### config.mk
export PLATFORM = sky130hd
export DESIGN_NAME = keyscan_filter
export DESIGN_NICKNAME = d
export VERILOG_FILES = /design/src/rtl/kf_pkg.sv /design/src/rtl/kf_capture.sv /design/src/rtl/kf_pair_scan.sv /design/src/rtl/kf_report.sv /design/src/rtl/keyscan_filter.sv
export SDC_FILE = /design/constraint.sdc
export NUM_CORES = 1
export LEC_CHECK = 0
export ABC_AREA = 1
export BUFFER_PORTS_ARGS = -buffer_cell sky130_fd_sc_hd__buf_2
export CORE_ASPECT_RATIO = 0.8
export CORE_MARGIN = 8
export CORE_UTILIZATION = 60
export DETAILED_ROUTE_END_ITERATION = 8
export PLACE_DENSITY_LB_ADDON = 0.08
export SLEW_MARGIN = 25
export SYNTH_ARGS = -nofsm -noshare
export SYNTH_HDL_FRONTEND = slang
export SYNTH_HIERARCHICAL = 1
export SYNTH_SLANG_ARGS = --single-unit
### constraint.sdc
create_clock -name clk -period 2.1 [get_ports clk]
set_input_delay 0.105 -clock clk [delete_from_list [all_inputs] [get_ports clk]]
set_output_delay 0.105 -clock clk [all_outputs]
set_load 0.005 [all_outputs]
### src/rtl/kf_pkg.sv
package kf_pkg;

    localparam int KF_COL_W  = 3;
    localparam int KF_ROW_W  = 4;
    localparam int KF_CODE_W = KF_ROW_W + KF_COL_W;
    localparam int KF_OUT_W  = KF_CODE_W + 1;

    typedef logic [KF_CODE_W-1:0] scan_t;
    typedef logic [KF_OUT_W-1:0]  outcode_t;

    typedef struct packed {
        logic ghost_en;
        logic fn_en;
    } cfg_t;

    typedef enum logic [1:0] {
        CAP_IDLE = 2'd0,
        CAP_OPEN = 2'd1,
        CAP_HELD = 2'd2
    } cap_state_e;

    typedef enum logic [1:0] {
        SC_IDLE = 2'd0,
        SC_PAIR = 2'd1,
        SC_WRAP = 2'd2
    } scan_state_e;

    function automatic logic [KF_COL_W-1:0] col_of(scan_t c);
        return c[KF_COL_W-1:0];
    endfunction

    function automatic logic [KF_ROW_W-1:0] row_of(scan_t c);
        return c[KF_CODE_W-1:KF_COL_W];
    endfunction

    // upper half of the doubled map: top bit carries the offset
    function automatic outcode_t lift(scan_t c, logic upper);
        return {upper, c};
    endfunction

endpackage

### src/rtl/kf_capture.sv
module kf_capture
    import kf_pkg::*;
#(
    parameter int    MAX_KEYS = 8,
    parameter scan_t FN_CODE  = 7'd60,
    localparam int   CNT_W    = $clog2(MAX_KEYS + 1),
    localparam int   IDX_W    = $clog2(MAX_KEYS)
) (
    input  logic                             clk,
    input  logic                             rst,
    input  logic                             frm_start,
    input  logic                             key_valid,
    input  scan_t                            key_code,
    input  logic                             frm_end,
    input  cfg_t                             cfg_in,
    input  logic                             release_i,
    output logic [MAX_KEYS-1:0][KF_CODE_W-1:0] keys,
    output logic [CNT_W-1:0]                 key_cnt,
    output logic                             fn_seen,
    output cfg_t                             cfg_q,
    output logic                             launch
);

    cap_state_e state;
    logic       is_fn;
    logic       has_room;

    assign is_fn    = cfg_q.fn_en && (key_code == FN_CODE);
    assign has_room = key_cnt < CNT_W'(MAX_KEYS);

    always_ff @(posedge clk) begin
        if (rst) begin
            state   <= CAP_IDLE;
            keys    <= '0;
            key_cnt <= '0;
            fn_seen <= 1'b0;
            cfg_q   <= '0;
            launch  <= 1'b0;
        end else begin
            launch <= 1'b0;
            case (state)
                CAP_IDLE: begin
                    if (frm_start) begin
                        state   <= CAP_OPEN;
                        keys    <= '0;
                        key_cnt <= '0;
                        fn_seen <= 1'b0;
                        cfg_q   <= cfg_in;
                    end
                end
                CAP_OPEN: begin
                    if (key_valid) begin
                        if (is_fn) begin
                            fn_seen <= 1'b1;
                        end else if (has_room) begin
                            keys[key_cnt[IDX_W-1:0]] <= key_code;
                            key_cnt <= key_cnt + 1'b1;
                        end
                    end
                    if (frm_end) begin
                        state  <= CAP_HELD;
                        launch <= 1'b1;
                    end
                end
                CAP_HELD: begin
                    if (release_i) state <= CAP_IDLE;
                end
                default: state <= CAP_IDLE;
            endcase
        end
    end

    assert_cnt_bound_R2: assert property (@(posedge clk) disable iff (rst)
        key_cnt <= CNT_W'(MAX_KEYS));

    assert_held_frozen_R1: assert property (@(posedge clk) disable iff (rst)
        (state == CAP_HELD && !release_i) |=> ($stable(key_cnt) && $stable(keys) && $stable(fn_seen)));

endmodule

### src/rtl/kf_pair_scan.sv
module kf_pair_scan
    import kf_pkg::*;
#(
    parameter int  MAX_KEYS = 8,
    localparam int CNT_W    = $clog2(MAX_KEYS + 1),
    localparam int IDX_W    = $clog2(MAX_KEYS)
) (
    input  logic                               clk,
    input  logic                               rst,
    input  logic                               launch,
    input  logic [MAX_KEYS-1:0][KF_CODE_W-1:0] keys,
    input  logic [CNT_W-1:0]                   key_cnt,
    output logic [MAX_KEYS-1:0]                row_hit,
    output logic [MAX_KEYS-1:0]                col_hit,
    output logic                               scan_done
);

    scan_state_e       state;
    logic [CNT_W-1:0]  idx_i;
    logic [CNT_W-1:0]  idx_j;
    scan_t             key_a;
    scan_t             key_b;
    logic              same_row;
    logic              same_col;
    logic              last_j;
    logic              last_pair;
    logic [MAX_KEYS-1:0] row_set;
    logic [MAX_KEYS-1:0] col_set;

    assign key_a     = keys[idx_i[IDX_W-1:0]];
    assign key_b     = keys[idx_j[IDX_W-1:0]];
    assign same_row  = row_of(key_a) == row_of(key_b);
    assign same_col  = col_of(key_a) == col_of(key_b);
    assign last_j    = idx_j == (key_cnt - CNT_W'(1));
    assign last_pair = last_j && (idx_i == (key_cnt - CNT_W'(2)));

    for (genvar s = 0; s < MAX_KEYS; s++) begin : g_slot
        logic in_pair;
        assign in_pair    = (idx_i == CNT_W'(s)) || (idx_j == CNT_W'(s));
        assign row_set[s] = same_row && in_pair;
        assign col_set[s] = same_col && in_pair;
    end

    assign scan_done = (state == SC_WRAP);

    always_ff @(posedge clk) begin
        if (rst) begin
            state   <= SC_IDLE;
            idx_i   <= '0;
            idx_j   <= '0;
            row_hit <= '0;
            col_hit <= '0;
        end else begin
            case (state)
                SC_IDLE: begin
                    if (launch) begin
                        idx_i   <= '0;
                        idx_j   <= CNT_W'(1);
                        row_hit <= '0;
                        col_hit <= '0;
                        state   <= (key_cnt >= CNT_W'(2)) ? SC_PAIR : SC_WRAP;
                    end
                end
                SC_PAIR: begin
                    row_hit <= row_hit | row_set;
                    col_hit <= col_hit | col_set;
                    if (last_pair) begin
                        state <= SC_WRAP;
                    end else if (last_j) begin
                        idx_i <= idx_i + 1'b1;
                        idx_j <= idx_i + CNT_W'(2);
                    end else begin
                        idx_j <= idx_j + 1'b1;
                    end
                end
                SC_WRAP: state <= SC_IDLE;
                default: state <= SC_IDLE;
            endcase
        end
    end

    assert_pair_in_range_R2: assert property (@(posedge clk) disable iff (rst)
        (state == SC_PAIR) |-> ((idx_i < idx_j) && (idx_j < key_cnt)));

endmodule

### src/rtl/kf_report.sv
module kf_report
    import kf_pkg::*;
#(
    parameter int  MAX_KEYS = 8,
    localparam int CNT_W    = $clog2(MAX_KEYS + 1)
) (
    input  logic                               clk,
    input  logic                               rst,
    input  logic                               scan_done,
    input  logic [MAX_KEYS-1:0][KF_CODE_W-1:0] keys,
    input  logic [CNT_W-1:0]                   key_cnt,
    input  logic                               fn_seen,
    input  logic                               ghost_en,
    input  logic [MAX_KEYS-1:0]                row_hit,
    input  logic [MAX_KEYS-1:0]                col_hit,
    output logic                               done,
    output logic                               discard,
    output logic [CNT_W-1:0]                   out_count,
    output logic [MAX_KEYS-1:0][KF_OUT_W-1:0]  out_codes
);

    logic                              ghost;
    logic [MAX_KEYS-1:0][KF_OUT_W-1:0] nxt_codes;

    assign ghost = ghost_en && (key_cnt >= CNT_W'(3)) && (|(row_hit & col_hit));

    for (genvar s = 0; s < MAX_KEYS; s++) begin : g_out
        assign nxt_codes[s] = (CNT_W'(s) < key_cnt) ? lift(keys[s], fn_seen) : '0;
    end

    always_ff @(posedge clk) begin
        if (rst) begin
            done      <= 1'b0;
            discard   <= 1'b0;
            out_count <= '0;
            out_codes <= '0;
        end else begin
            done <= scan_done;
            if (scan_done) begin
                discard   <= ghost;
                out_count <= key_cnt;
                out_codes <= nxt_codes;
            end
        end
    end

    assert_done_single_R8: assert property (@(posedge clk) disable iff (rst)
        done |=> !done);

    assert_discard_min_keys_R5: assert property (@(posedge clk) disable iff (rst)
        discard |-> (out_count >= CNT_W'(3)));

endmodule

### src/rtl/keyscan_filter.sv
module keyscan_filter
    import kf_pkg::*;
#(
    parameter int    MAX_KEYS = 8,
    parameter scan_t FN_CODE  = 7'd60
) (
    input  logic                              clk,
    input  logic                              rst,
    input  logic                              ghost_en,
    input  logic                              fn_layer_en,
    input  logic                              frm_start,
    input  logic                              key_valid,
    input  logic [KF_CODE_W-1:0]              key_code,
    input  logic                              frm_end,
    output logic                              done,
    output logic                              discard,
    output logic [$clog2(MAX_KEYS+1)-1:0]     out_count,
    output logic [MAX_KEYS*KF_OUT_W-1:0]      out_codes
);

    localparam int CNT_W = $clog2(MAX_KEYS + 1);

    logic [MAX_KEYS-1:0][KF_CODE_W-1:0] keys;
    logic [CNT_W-1:0]                   key_cnt;
    logic                               fn_seen;
    cfg_t                               cfg_in;
    cfg_t                               cfg_q;
    logic                               launch;
    logic [MAX_KEYS-1:0]                row_hit;
    logic [MAX_KEYS-1:0]                col_hit;
    logic                               scan_done;
    logic [MAX_KEYS-1:0][KF_OUT_W-1:0]  codes_arr;

    assign cfg_in.ghost_en = ghost_en;
    assign cfg_in.fn_en    = fn_layer_en;
    assign out_codes       = codes_arr;

    kf_capture #(.MAX_KEYS(MAX_KEYS), .FN_CODE(FN_CODE)) u_capture (
        .clk       (clk),
        .rst       (rst),
        .frm_start (frm_start),
        .key_valid (key_valid),
        .key_code  (key_code),
        .frm_end   (frm_end),
        .cfg_in    (cfg_in),
        .release_i (scan_done),
        .keys      (keys),
        .key_cnt   (key_cnt),
        .fn_seen   (fn_seen),
        .cfg_q     (cfg_q),
        .launch    (launch)
    );

    kf_pair_scan #(.MAX_KEYS(MAX_KEYS)) u_scan (
        .clk       (clk),
        .rst       (rst),
        .launch    (launch),
        .keys      (keys),
        .key_cnt   (key_cnt),
        .row_hit   (row_hit),
        .col_hit   (col_hit),
        .scan_done (scan_done)
    );

    kf_report #(.MAX_KEYS(MAX_KEYS)) u_report (
        .clk       (clk),
        .rst       (rst),
        .scan_done (scan_done),
        .keys      (keys),
        .key_cnt   (key_cnt),
        .fn_seen   (fn_seen),
        .ghost_en  (cfg_q.ghost_en),
        .row_hit   (row_hit),
        .col_hit   (col_hit),
        .done      (done),
        .discard   (discard),
        .out_count (out_count),
        .out_codes (codes_arr)
    );

endmodule

# After elaboration in Yosys (flattened, before gate mapping)
# Index checks and enable logic that the tools add are counted.
word_totals:
  register_bits: 162
  latchBits: 0
  ram_bits: 0
  romBits: 0
  in_bits: 14
  output_inout_bits: 70
  word_cells: 183
  mem_count: 0
op_classes:
  n_addsub: 6
  multipliers: 0
  n_div: 0
  n_lt_le_gt_ge: 15
  eq_ne: 34
  shift: 0
  muxes: 49
  n_bitwise: 4
  n_reduce_logical: 45
op_table:
  columns: ["op", "count"]
  rows:
  - ["$mux 56", 4]
  - ["$pmux 56 s2", 1]
  - ["$mux 8", 9]
  - ["$bwmux 56", 1]
  - ["$bmux 7 s3", 2]
  - ["$mux 4", 10]
  - ["$eq 4x3->1 const B", 8]
  - ["$pmux 8 s2", 2]
  - ["$pmux 4 s2", 3]
  - ["$demux 7 s3", 1]
  - ["$logic_and 1x1->1", 21]
  - ["$mux 7", 3]
  - ["$eq 4x2->1 const B", 4]
  - ["$lt 3x4->1 const A", 4]
  - ["$or 8x8->8", 2]
  - ["$add 4x1->4 const B", 3]
  - ["$eq 4x4->1", 3]
  - ["$lt 3x4->1 const B", 3]
  - ["$mux 2", 6]
  - ["$ne 2x2->1 const B", 6]
  - ["$ne 2x1->1 const B", 5]
  - ["$and 8x8->8", 1]
  - ["$eq 4x1->1 const B", 2]
  - ["$ge 4x2->1 const B", 2]
  - ["other kinds (26)", 47]

# Depth between registers and ports, before layout
depth:
  word_depth: 9
  ltp_mapped: 15
  mapped_depth_nobuf: 15

# Modules after synthesis
# Netlist, hierarchy kept.
by_module_without_submodules:
  columns: ["mod", "instances", "cells_each", "area_per_inst_um2", "seq_area_each_um2"]
  rows:
  - ["kf_capture", 1, 367, 3219.3, 1321.3]
  - ["kf_pair_scan", 1, 560, 3089.2, 520.5]
  - ["kf_report", 1, 331, 2656.3, 1401.3]

# Worst setup path after synthesis
# OpenSTA, ideal clock, no wires.
synth_timing:
  path_kind: "register to register"
  startpoint: "reg u_capture.key_cnt[0]"
  endpoint: "reg u_scan.idx_i[1]"
  setup_time_ps: 116
  arrival_time_ps: 1789
  t_required_ps: 1984
  slack_ps: 195
  path_stages_with_launch: 11
  path_buffers: 0
  period_less_slack_ps: 1905
  path_cell_list: "dfxtp_1 > inv_1 > ha_1 > xor2_1 > nand2_1 > nor2_4 > nand3_2 > nor2_1 > nor2_1 > a21oi_1 > nor2_1"
synth_via:
  elab_chain_len: 5
  elab_cells_between_ends: 8
  cone_classes: "add/sub: 2; eq/ne: 4; reduce/logical: 2"
synth_rtl:
  columns: ["item", "line", "source"]
  rows:
  - ["start: declaration", "kf_capture.sv:18", "output logic [CNT_W-1:0] key_cnt,"]
  - ["start signal: assignment", "kf_capture.sv:57", "key_cnt <= key_cnt + 1'b1;"]
  - ["$sub 4x1->4 or $sub 4x2->4 (tied branches)", "kf_pair_scan.sv:34, kf_pair_scan.sv:35", null]
  - ["$eq 4x4->1 (on tied branches)", "kf_pair_scan.sv:34, kf_pair_scan.sv:35", null]
  - ["$logic_and 1x1->1", "kf_pair_scan.sv:35", "assign last_pair = last_j && (idx_i == (key_cnt - CNT_W'(2)));"]
  - ["$ne 2x2->1 (no source line)", null, null]
  - ["$reduce_and 4->1 (no source line) (*)", null, null]
  - ["end signal: assignment", "kf_pair_scan.sv:70", "idx_i <= idx_i + 1'b1;"]
  - ["end: declaration", "kf_pair_scan.sv:19", "logic [CNT_W-1:0] idx_i;"]
# Every way passes the cells marked *; elsewhere a longest branch is shown, timed or not.
# A chain may end at the register's enable or synchronous reset.

# Worst setup path after layout
layout_timing:
  startpoint: "reg u_scan.idx_j[0]"
  endpoint: "reg u_scan.row_hit[2]"
layout_via:
  elab_chain_len: 6
  elab_cells_between_ends: 8
  cone_classes: "eq/ne: 2; mux: 3; bitwise: 1; reduce/logical: 2"
layout_rtl:
  columns: ["item", "line", "source"]
  rows:
  - ["start: declaration", "kf_pair_scan.sv:20", "logic [CNT_W-1:0] idx_j;"]
  - ["start signal: assignment", "kf_pair_scan.sv:71", "idx_j <= idx_i + CNT_W'(2);"]
  - ["start signal: assignment", "kf_pair_scan.sv:73", "idx_j <= idx_j + 1'b1;"]
  - ["$bmux 7 s3", "kf_pair_scan.sv:31", "assign key_b = keys[idx_j[IDX_W-1:0]];"]
  - ["$mux 7 (not written as such)", "kf_pair_scan.sv:31", null]
  - ["$eq 4x4->1", "kf_pair_scan.sv:32", "assign same_row = row_of(key_a) == row_of(key_b);"]
  - ["$logic_and 1x1->1 (*)", "kf_pair_scan.sv:40", "assign row_set[s] = same_row && in_pair;"]
  - ["$or 8x8->8 (*)", "kf_pair_scan.sv:65", "row_hit <= row_hit | row_set;"]
  - ["$pmux 8 s2 (*)", "kf_pair_scan.sv:54", "case (state)"]
  - ["end signal: assignment", "kf_pair_scan.sv:65", null]
  - ["end: declaration", "kf_pair_scan.sv:13", "output logic [MAX_KEYS-1:0] row_hit,"]
# Every way passes the cells marked *; elsewhere a longest branch is shown, timed or not. The select of a mux whose other input is x is not followed.

==> metrics.md <==
| Metric | Value |
|---|---|
| H-tree depth | 4 |
| Unrepaired setup endpoints after global routing | no |
| Kind of critical path | flop to flop |
| Vias in the first global route | 7925 |
| Post-CTS Setup Bufs | 0 |
| Synth top area cells | dfxtp_1 36%, nand2_1 15%, a21oi_1 5.9% |
| Slew Limit Fails | 0 |
| Cells along the critical path | buf_12 > buf_4 > nand2_1 > nand3_1 > nand2_1 > nand2_1 > nand2_1 > nand2_1 > nand2_1 > nor2_4 > nand2_4 > o21ai_2 |
| CTS root buf | clkbuf_16 |
| Post-synth EDFFs | 0 |
| Nets | 1351 |
| Asr flop ratio synth | 0 |
| Global-route wire length before repair | 41.5 mm |
| Syn Nets | 1286 |
| Worst Path Buf+Inv | 2 |
| Seq/Total Area, Yosys | 0.362 |
| Core area | 14800 um2 |
| Die width | approximately 150 um |
| Starting Density | 0.605 |
| RePlAce Congestion | 0.950 |
| Filler Cell Count | 1361 |
| Total power draw | 6980 uW |
| Synth-to-layout area growth | 12.3% |
| Worst reg-to-reg path cell count | 12 |
| Worst R2R Setup Slack | between 200 and 250 ps |
| Initial antenna violation count | 0 |
| # DRC | 0 |
| Yosys reg bits | 162 |
| Setup violators final | 0 |
| Initial DRT Pass Iterations | 5 |
| Relative slew slack | 0.464 |
| Die footprint | 19100 um2 |
| Post-Syn Area | 8960 um2 |
| CP Data Required Time | 2470 ps |
| Min cycle time layout | about 1900 ps |
| DR vias/cell | 5.66 |
| Mean routed wirelength per cell | 16.8 um |
| Die height | 125 um |
| # IOs | 84 |
| Hold Vio Cnt, Final | 0 |
| Drt initial violations | 884 |
| Drt total wl | 25.6 mm |
| CP top delay family | simple AND/OR/NAND/NOR gates |
| CTS Buf Count | 17 |
| Clock buffer depth | 2 |
| Hold WC Path Type | input port to flop |
| GRT Residual Overflow | 0 |
| Worst Path Max Fanout | 30 |
| Warnings, synthesis | 6 |
| Post-synth cell types | 39 |
| Worst-Margin Slew | 804 ps |
| Slowest CP cell | dfxtp_1 |
| FF-to-FF End | u_scan/row_hit[2] |
| CP startpoint | u_scan/idx_j[0] |
| Core Rows | 40 |
| Layout cells sized above 1 | 0.214 |
| Top cell type by total area after synthesis | dfxtp_1 |
| Clock Pin Slew Worst Setup and Hold Paths | 60 ps |
| Critical path capture point | u_scan/row_hit[2] |
| Critical Path Stages | 12 |
| Critical path endpoint category | flop |
| Crit start category | flop |
| Clk_skew | 12.7 ps |
| RR Startpoint | u_scan/idx_j[0] |
| Largest net degree at the start of global routing | 121 |
| GRT Util Overall | 0.265 |
| Syn Area/Cell | 7.13 um2 |
| Worst EP arrival | 2220 ps |
| Hpwl dp | 18.6 mm |
| Crit share post-route | 0.883 |
| Ys flop type | dfxtp_1 |
| Cells after Synth | 1258 |
| TNS Setup | 0 ps |
| Worst VDD drop | between 0.6 and 0.7 mV |
| Yosys top cell area share | 0.362 |
| IO buf count | 83 |
| Detail Route Antenna Nets | 0 |
| Leakage power | 0.00431 uW |
| Max-cap violation count | 0 |
| CP peak stage delay | 560 ps |
| Most used cell, CP | nand2_1 |
| Via count | 8633 |
| F_max | approximately 0.54 GHz |
| Status | finished, final reports clean |
| Worst-skew pair later-pin latency | 430 ps |
| Antenna Cells | 0 |
| PD cells | 694 nW/um2 |
| Clock sink count | 162 |
| CTS tree | done |
## state kept, by name, summed over array words and instances, names as in the netlist, 2 cells and up
register            count
u_capture/state         2
u_capture/key_cnt       4
u_capture/cfg_q         2
u_scan/col_hit          8
u_scan/idx_i            4
u_report/out_count      4
u_report/out_codes     64
u_scan/state            2
u_scan/row_hit          8
u_scan/idx_j            4
u_capture/keys         56
## cells by family (layout without fill, tap and decap cells)
| family | count (synthesis) | count (layout) | synth area share |
|---|---|---|---|
| xor+xnor | 9 | 9 | 0.00879 |
| buf+inv | 194 | 272 | 0.103 |
| compound gates | 259 | 259 | 0.176 |
| fa+ha+maj | 14 | 14 | 0.0195 |
| simple gates | 620 | 620 | 0.331 |
| flops | 162 | 162 | 0.362 |
## cell usage in the layout, fill, tap and decap left out, types with 42 or more instances in the layout
| master | instances |
|---|---|
| nand4_1 | 73 |
| inv_1 | 109 |
| nand3_1 | 75 |
| dfxtp_1 | 162 |
| a21oi_1 | 106 |
| nand2_2 | 47 |
| a21oi_2 | 42 |
| o21ai_0 | 58 |
| buf_2 | 82 |
| nand2_1 | 355 |
## power breakdown
part | switching [uW] | total (uW) | leakage (uW) | internal (uW)
clock network | 1320 | 2950 | 0.000285 | 1630
logic | 577 | 836 | 0.00272 | 259
registers | 53.9 | 3190 | 0.00131 | 3140
total | 1950 | 6980 | 0.00431 | 5030
## worst min path at each step
stage,depth (start not counted),to,startpoint,slack [ps]
5_1_grt,4,u_scan/idx_j[3],rst,110
3_5_place_dp,3,u_capture/cfg_q[0],fn_layer_en,360
4_1_cts,5,u_capture/cfg_q[1],frm_start,70
6_report,4,u_scan/idx_j[3],rst,80
3_3_place_gp,3,u_capture/cfg_q[0],fn_layer_en,360
2_1_floorplan,2,u_capture/launch,frm_end,250
## layout make-up
cell class / count / area [um2] / area share
tap: 189 / 236 / 0.0235
timing repair buffer: 118 / 751 / 0.0746
sequential: 162 / 3240 / 0.322
clock inverter: 12 / 98.8 / 0.00982
clock buffer: 20 / 467 / 0.0464
multi-input combinational: 902 / 4810 / 0.477
inverter: 122 / 467 / 0.0464
## timing repair
action | in CTS | in global routing
resized for setup | 0 | 0
hold buffers | 3 | 0
endpoints found under the hold margin | 5 | 0
## metrics by stage
stage	std cells	worst slack (ps)	hold slack (ps)	cell area, um2	util
3_3_place_gp	1490	338	360	9470	0.639
6_report	1525	246	80.8	10100	0.680
2_1_floorplan	1258	195	249	8960	-
4_1_cts	1525	258	68.0	10100	0.680
3_5_place_dp	1490	270	363	9470	0.639
5_1_grt	1525	47.5	110	10100	0.680
## synthesized netlist by cell type, drive strengths merged, types with 2 or more instances
master	count
o211ai	18
o21ai	83
or2	2
ha	14
xor2	5
clkbuf	13
inv	121
nand4	73
dfxtp	162
nand3	87
buf	59
o22ai	8
nand2	406
xnor2	4
a21oi	148
nor2	50
## routing by layer
layer	vias to the layer above	routed length, um	track usage
li1	4291	-	-
met1	3940	11800	0.357
met2	351	10900	0.396
met3	51	2320	0.0757
met4	0	631	0.0993
met5	-	0	0
## worst reg2reg max path, delay by kind of cell (launching register included)
kind / cells / cell delay (ps)
AOI/OAI and AO/OA: 1 / 120
buffers and inverters: 2 / 380
DFF: 1 / 560
and+or+nand+nor: 9 / 730
No activity file was read; power rests on OpenSTA's default activity.
